==> src/rtl/cmp_pkg.sv <==
package cmp_pkg;

    typedef enum logic {
        CMP_UNSIGNED = 1'b0,
        CMP_SIGNED   = 1'b1
    } cmp_mode_e;

    typedef struct packed {
        logic gt;
        logic lt;
        logic eq;
    } cmp_rel_t;

    typedef struct packed {
        logic carry;
        logic zero;
        logic neg;
        logic ovf;
    } cmp_flags_t;

endpackage

==> src/rtl/cmp_operand_prep.sv <==
module cmp_operand_prep #(
    parameter int WIDTH = 16
) (
    input  logic [WIDTH-1:0] op_a,
    output logic [WIDTH-1:0] op_a_inv
);
    genvar gi;
    generate
        for (gi = 0; gi < WIDTH; gi++) begin : g_inv
            assign op_a_inv[gi] = ~op_a[gi];
        end
    endgenerate
endmodule

==> src/rtl/cmp_prefix_adder.sv <==
module cmp_prefix_adder #(
    parameter int WIDTH = 16
) (
    input  logic [WIDTH-1:0] x_in,
    input  logic [WIDTH-1:0] y_in,
    input  logic             c_in,
    output logic [WIDTH-1:0] sum_out,
    output logic             c_out
);
    localparam int LEVELS = (WIDTH > 1) ? $clog2(WIDTH) : 1;

    logic [WIDTH-1:0] half_d;
    logic [WIDTH-1:0] grp_d;
    logic [WIDTH-1:0] carry_d;

    assign half_d = x_in ^ y_in;

    // Log-depth span doubling: after level k each bit holds the group
    // generate over up to 2^(k+1) bits below it, carry-in folded into bit 0.
    always_comb begin
        logic [WIDTH-1:0] gv, pv, gn, pn;
        gv    = x_in & y_in;
        pv    = half_d;
        gv[0] = gv[0] | (pv[0] & c_in);
        for (int k = 0; k < LEVELS; k++) begin
            for (int i = 0; i < WIDTH; i++) begin
                if (i >= (1 << k)) begin
                    gn[i] = gv[i] | (pv[i] & gv[i - (1 << k)]);
                    pn[i] = pv[i] & pv[i - (1 << k)];
                end else begin
                    gn[i] = gv[i];
                    pn[i] = pv[i];
                end
            end
            gv = gn;
            pv = pn;
        end
        grp_d = gv;
    end

    always_comb begin
        carry_d[0] = c_in;
        for (int i = 1; i < WIDTH; i++) begin
            carry_d[i] = grp_d[i-1];
        end
    end

    assign sum_out = half_d ^ carry_d;
    assign c_out   = grp_d[WIDTH-1];
endmodule

==> src/rtl/cmp_rel_decode.sv <==
module cmp_rel_decode
    import cmp_pkg::*;
(
    input  cmp_mode_e  mode,
    input  cmp_flags_t flags,
    output cmp_rel_t   rel
);
    cmp_rel_t rel_d;

    always_comb begin
        logic sign_fix;
        sign_fix = flags.neg ^ flags.ovf;
        rel_d    = '0;
        rel_d.eq = flags.zero;
        if (mode == CMP_SIGNED) begin
            rel_d.gt = sign_fix;
        end else begin
            rel_d.gt = ~flags.carry;
        end
        rel_d.lt = ~rel_d.gt & ~rel_d.eq;
    end

    assign rel = rel_d;
endmodule

==> src/rtl/subtract_compare.sv <==
module subtract_compare
    import cmp_pkg::*;
#(
    parameter int WIDTH = 16
) (
    input  logic [WIDTH-1:0] op_a,
    input  logic [WIDTH-1:0] op_b,
    input  logic             signed_mode,
    output logic             a_gt_b,
    output logic             a_lt_b,
    output logic             a_eq_b
);
    localparam int MSB = WIDTH - 1;

    logic [WIDTH-1:0] a_inv;
    logic [WIDTH-1:0] diff_d;
    logic             cout_d;
    cmp_flags_t       flags_d;
    cmp_rel_t         rel_d;
    cmp_mode_e        mode_d;

    cmp_operand_prep #(.WIDTH(WIDTH)) u_prep (
        .op_a     (op_a),
        .op_a_inv (a_inv)
    );

    cmp_prefix_adder #(.WIDTH(WIDTH)) u_add (
        .x_in    (op_b),
        .y_in    (a_inv),
        .c_in    (1'b1),
        .sum_out (diff_d),
        .c_out   (cout_d)
    );

    always_comb begin
        mode_d        = signed_mode ? CMP_SIGNED : CMP_UNSIGNED;
        flags_d.carry = cout_d;
        flags_d.zero  = ~|diff_d;
        flags_d.neg   = diff_d[MSB];
        flags_d.ovf   = (op_a[MSB] ^ op_b[MSB]) & (diff_d[MSB] ^ op_b[MSB]);
    end

    cmp_rel_decode u_dec (
        .mode  (mode_d),
        .flags (flags_d),
        .rel   (rel_d)
    );

    assign a_gt_b = rel_d.gt;
    assign a_lt_b = rel_d.lt;
    assign a_eq_b = rel_d.eq;

    always_comb begin
        AST_ONE_RELATION: assert ($countones({rel_d.gt, rel_d.lt, rel_d.eq}) == 1);
        AST_EQ_PATTERN:   assert (rel_d.eq == (op_a == op_b));
        if (!signed_mode) begin
            AST_UNS_GREATER: assert (rel_d.gt == (op_a > op_b));
            AST_UNS_LESS:    assert (rel_d.lt == (op_a < op_b));
        end else begin
            AST_SGN_GREATER: assert (rel_d.gt == ($signed(op_a) > $signed(op_b)));
            AST_SGN_LESS:    assert (rel_d.lt == ($signed(op_a) < $signed(op_b)));
        end
    end
endmodule

==> config.mk <==
export PLATFORM = sky130hd
export DESIGN_NAME = subtract_compare
export DESIGN_NICKNAME = d
export VERILOG_FILES = /design/src/rtl/cmp_pkg.sv /design/src/rtl/cmp_operand_prep.sv /design/src/rtl/cmp_prefix_adder.sv /design/src/rtl/cmp_rel_decode.sv /design/src/rtl/subtract_compare.sv
export SDC_FILE = /design/constraint.sdc
export NUM_CORES = 1
export LEC_CHECK = 0
export BUFFER_PORTS_ARGS = -buffer_cell sky130_fd_sc_hd__buf_4
export CORE_MARGIN = 8
export CORE_UTILIZATION = 48
export DETAILED_ROUTE_END_ITERATION = 10
export GPL_TIMING_DRIVEN = 1
export PLACE_DENSITY = 0.79
export SETUP_SLACK_MARGIN = 0.2
export SKIP_LAST_GASP = 1
export SLEW_MARGIN = 0
export SYNTH_ARGS = -nofsm -noshare
export SYNTH_HDL_FRONTEND = slang
export SYNTH_HIERARCHICAL = 1
export SYNTH_SLANG_ARGS = --single-unit
==> constraint.sdc <==
create_clock -name vclk -period 2.7
set_clock_uncertainty 0.2 [all_clocks]
set_input_delay 0.27 -clock vclk [all_inputs]
set_output_delay 0.27 -clock vclk [all_outputs]
set_load 0.03 [all_outputs]
### Word level (Yosys, flattened, before mapping)

Cells that the tools add are included.

| storage, ports and cells | value |
|---|---|
| flip-flop bits (word level) | 0 |
| bits of input ports | 33 |
| output and inout bits | 3 |
| word-level logic and storage cells | 163 |

| operators by class | value |
|---|---|
| muxes and demuxes | 2 |
| bitwise gates (word level) | 159 |
| reduce and logical (&&, ||, !) cells | 2 |

Operator list:

| operator | count |
|---|---|
| AND 1 bit | 85 |
| bitwise OR 1 bit | 50 |
| bitwise XOR 16 bit | 2 |
| NOT 1 bit | 18 |
| AND 16 bit | 1 |
| OR reduction 16 bit | 1 |
| bitwise XOR 1 bit | 3 |
| 2-to-1 mux 1 bit | 2 |
| zero test 1 bit | 1 |

### Depth between registers and ports, before layout

| depth | value |
|---|---|
| depth after elaboration | 16 |
| gate-level depth with buffers | 13 |
| mapped depth without buffers | 13 |

### Hierarchy

The synthesis kept the hierarchy.

By module, submodules not included:

| module | instances | cells an instance | area an instance (um^2) | seq. area each (um^2) |
|---|---|---|---|---|
| cmp_prefix_adder | 1 | 106 | 779.5 | 0.0 |
| cmp_operand_prep | 1 | 16 | 60.1 | 0.0 |
| subtract_compare | 1 | 9 | 56.3 | 0.0 |
| cmp_rel_decode | 1 | 6 | 46.3 | 0.0 |

### Worst setup path before layout

OpenSTA, ideal clock, no wires.

| timing path | value |
|---|---|
| path kind | input to output |
| start | in op_a[0] |
| end | out a_lt_b |
| arrival | 2.560 ns |
| required time | 2.230 ns |
| path slack | -0.330 ns |
| stages | 13 |
| buffers on the path | 0 |
| path through | inv_1 fa_1 inv_1 fa_1 nor2b_2 o211ai_2 a311oi_2 o41ai_2 xnor2_1 nor4_1 and4_1 inv_1 a31o_1 |

| between the ends | value |
|---|---|
| elaborated cells between the ends (all ways) | 43 |
| classes of those cells | 1 x mux; 41 x bitwise; 1 x reduce/logical |

RTL lines:

| item | RTL line | text |
|---|---|---|
| start: declaration | subtract_compare.sv:6 | `input logic [WIDTH-1:0] op_a,` |
| NOT 1 bit (*) | cmp_operand_prep.sv:10 | `assign op_a_inv[gi] = ~op_a[gi];` |
| AND 16 bit or bitwise XOR 16 bit (tied branches) | cmp_prefix_adder.sv:22, cmp_prefix_adder.sv:16 |  |
| bitwise OR 1 bit (*) | cmp_prefix_adder.sv:24 | `gv[0] = gv[0] \| (pv[0] & c_in);` |
| AND 1 bit (*) | cmp_prefix_adder.sv:28 | `gn[i] = gv[i] \| (pv[i] & gv[i - (1 << k)]);` |
| bitwise OR 1 bit (*) | cmp_prefix_adder.sv:28 |  |
| AND 1 bit (*) | cmp_prefix_adder.sv:28 |  |
| bitwise OR 1 bit (*) | cmp_prefix_adder.sv:28 |  |
| bitwise XOR 16 bit (*) | cmp_prefix_adder.sv:48 | `assign sum_out = half_d ^ carry_d;` |
| named net diff_d[10] | subtract_compare.sv:16 | `logic [WIDTH-1:0] diff_d;` |
| OR reduction 16 bit (*) | subtract_compare.sv:38 | `flags_d.zero = ~\|diff_d;` |
| AND 1 bit (*) | cmp_rel_decode.sv:20 | `rel_d.lt = ~rel_d.gt & ~rel_d.eq;` |
| end: declaration | subtract_compare.sv:10 | `output logic a_lt_b,` |

Mark *: on every way through the listed nets, which the timed path passes. The rest lies on a longest branch.

### Worst setup path in the final report

| timing path | value |
|---|---|
| start | in op_b[0] |
| end | out a_lt_b |

| between the ends | value |
|---|---|
| elaborated cells between the ends (all ways) | 42 |
| classes of those cells | 1 x mux; 40 x bitwise; 1 x reduce/logical |

RTL lines:

| item | RTL line | text |
|---|---|---|
| start: declaration | subtract_compare.sv:7 | `input logic [WIDTH-1:0] op_b,` |
| AND 16 bit or bitwise XOR 16 bit (tied branches) | cmp_prefix_adder.sv:22, cmp_prefix_adder.sv:16 |  |
| bitwise OR 1 bit (*) | cmp_prefix_adder.sv:24 |  |
| AND 1 bit (*) | cmp_prefix_adder.sv:28 |  |
| bitwise OR 1 bit (*) | cmp_prefix_adder.sv:28 |  |
| AND 1 bit (*) | cmp_prefix_adder.sv:28 |  |
| bitwise OR 1 bit (*) | cmp_prefix_adder.sv:28 |  |
| bitwise XOR 16 bit (*) | cmp_prefix_adder.sv:48 |  |
| named net diff_d[6] | subtract_compare.sv:16 |  |
| OR reduction 16 bit (*) | subtract_compare.sv:38 |  |
| AND 1 bit (*) | cmp_rel_decode.sv:20 |  |

Marks and branches as above.

==> summary.md <==
| Metric | Value |
|---|---|
| DR vias/cell | `5.60` |
| RSZ-0062 raised after global routing | `yes` |
| Footprint of the multi-input gates | `around 940 um^2` |
| Cells after synthesis | `137` |
| Setup crit end kind | `output port` |
| Switching power total | `0.000226 W` |
| Main combinational cell family by area after synthesis | `compound AO/OA/AOI/OAI gates` |
| Slew @ Worst Pin | `about 600 ps` |
| Post-layout util | `88.6%` |
| Gate power share | `100.0%` |
| Sequential cell count | `0` |
| Synth Area in Compound Gates | `about a third` |
| Die Y | `60.3 um` |
| Placer Congestion | `0.876` |
| Pleak | `approximately 0.86 nW` |
| Nets@finish | `about 270` |
| Fin area | `1690 um^2` |
| Cell Pwr Density | `281 nW/um^2` |
| Layout area overhead | `78.9%` |
| Max_cap viols | `0` |
| Drt pass-1 iters | `4` |
| CP max-delay cell | `fa_2` |
| Max Clock Freq | `303 MHz` |
| Hold Path Class | `input port to output port` |
| Violated checks | `negative setup slack` |
| Fin crit share | `122%` |
| Core ar. | `1900 um^2` |
| Layout cells sized above 1 | `between 40 and 50%` |
| Hpwl dp | `2.73 mm` |
| Initial antenna violation count | `0` |
| Count leader, synth | `inv_1` |
| Io pins | `36` |
| Xor and xnor area share after synthesis | `13.0%` |
| Max-slew headroom | `60.4%` |
| Worst EP arrival | `2830 ps` |
| Crit path launch type | `input port` |
| GRT Residual Overflow | `0` |
| # placed instances | `233` |
| Post-synth cell types | `38` |
| Vias in the first global route | `1457` |
| Max-slew violation count | `0` |
| Syn nets | `approximately 190` |
| CP Cell Sequence | `buf_6 -> fa_2 -> inv_2 -> fa_2 -> nor2b_4 -> o211ai_4 -> nand2_1 -> a211oi_1 -> nor2_1 -> nor4_1 -> and4_2 -> nor3b_1 -> a31o_4 -> buf_4` |
| Final worst setup slack | `-600 ps` |
| Post-synthesis mux area share | `1.06%` |
| Place WS | `-636 ps` |
| ANT nets after route | `0` |
| Post-Synth Adder-Cell Area | `between 20% and 30%` |
| Cell mode on critical path | `fa_2` |
| Vias | `1344` |
| Area of the die | `3640 um^2` |
| Seq pwr share | `0%` |
| Routed WL per cell | `16.2 um` |
| Seq/Total Area, Yosys | `0%` |
| Crit-path max FO | `3` |
| Worst vdd ir | `0.000164 V` |
| Cell taking the most area after synthesis | `ha_1` |
| Final WL | `3.89 mm` |
| Diodes inserted | `0` |
| Tmin final | `3300 ps` |
| Die span in x | `60.3 um` |
| Syn Std Cell Area | `942 um^2` |
| First-pass GRT wire length | `6.32 mm` |
| Placed inst area | `1530 um^2` |
| Port bufs | `36` |
| Delay of the slowest cell on the worst path | `about 400 ps` |
| Commonest cells in the netlist | `inv_1, ha_1, a21oi_1` |
| Sw frac | `a little under half` |
| Mean post-synth cell area | `6.88 um^2` |
| Overall power | `0.000473 W` |
| Reg area | `0 um^2` |
| GRT Overall Usage | `a little over a fifth` |
| Worst Path Required | `2230 ps` |
| Endpoints failing setup | `3` |
| Post-Synth Simple-Gate Area | `between 10% and 20%` |
| Largest net degree at the start of global routing | `6` |
| Starting Density | `49.5%` |
| Fin. Hold Viols | `0` |
| Synth warnings | `6` |
| Synth top area share | `19.9%` |
| Clock power frac | `0%` |
| Non-filler cells, final | `240` |
| Largest cells by area after synthesis | `ha_1, inv_1, xnor2_1` |
| Clock buffer count | `0` |
| Initial drt markers | `75` |
| Fillers | `between 90 and 100` |
| Outcome | `finished, violations left` |
| Critical path class | `input port to output port` |
| DRC Markers | `0` |
| Int Power | `0.000247 W` |
| Hold_buf cts | `0` |
| # rows | `16` |
-- metal layers --
layer | wire length [um] | global-route usage (%) | up-vias
met1 | 1410 | 21.2 | 621
met3 | 280 | 4.09 | 16
met2 | 2090 | 42.8 | 75
met4 | 111 | 8.84 | 0
met5 | 0 | 0 | -
li1 | - | - | 632
-- cell type report --
class | instances | area share (%)
repair buffers | 80 | 36.7
multi-input cells | 109 | 55.9
well taps | 27 | 2.00
inverters | 24 | 5.35
-- cells in the final DEF (no fill, tap or decap), drive strengths merged --
cell type	synthesis	layout
a211oi	2	2
a21boi	1	1
a21o	3	3
a21oi	12	12
a311oi	1	1
a31o	1	1
a31oi	4	4
and2	1	1
and4	1	1
buf	1	80
conb	1	1
fa	2	2
ha	15	15
inv	24	24
mux2i	1	1
nand2	9	9
nand2b	1	1
nand3	1	1
nand3b	1	1
nand4	2	2
nor2	8	8
nor2b	1	1
nor3	2	2
nor3b	1	1
nor4	4	4
o211ai	2	2
o21a	3	3
o21ai	9	9
o21bai	3	3
o31ai	2	2
o41ai	1	1
xnor2	10	10
xor2	4	4
-- power groups by stage --
stage,clock network [W],logic [W],registers (W)
floorplan,0,0.000221,0
global placement,0,0.000369,0
detailed placement,0,0.000386,0
CTS,0,0.000441,0
global route,0,0.000504,0
finish,0,0.000473,0
-- what timing repair did --
item / CTS / global route
cloned: 0 / 0
endpoints found under the setup margin: 3 / 3
buffers inserted: 5 / 2
pin swaps: 16 / 8
hold endpoints to repair: 0 / 0
gates resized for setup: 16 / 5
-- per-stage QoR --
step	setup TNS, ps	hold WS [ps]
floorplan	-244	431
global placement	-1220	677
detailed placement	-1620	685
CTS	-1160	661
global route	-1780	666
finish	-1490	657
-- worst max-delay path, delay by kind of cell --
kind / cells / cell delay [ps]
AND/OR/NAND/NOR: 6 / 880
adder cells (fa/ha/maj): 2 / 620
AO/OA/AOI/OAI: 3 / 750
buffers and inverters: 3 / 320
-- cell families (layout without fill, tap and decap cells) --
| logic type | count (synthesis) | after routing |
|---|---|---|
| other cells | 1 | 1 |
| compound gates | 44 | 44 |
| simple gates | 32 | 32 |
| fa+ha+maj | 17 | 17 |
| buf+inv | 28 | 104 |
| mux | 1 | 1 |
| xor+xnor | 14 | 14 |
-- path summary, 6_finish.rpt --
path	startpoint	to	slack (ps)	depth (start not counted)
worst max-delay path	op_b[0]	a_lt_b	-600	14
worst min-delay path	signed_mode	a_gt_b	660	3
(Power assumes the default switching activity.)
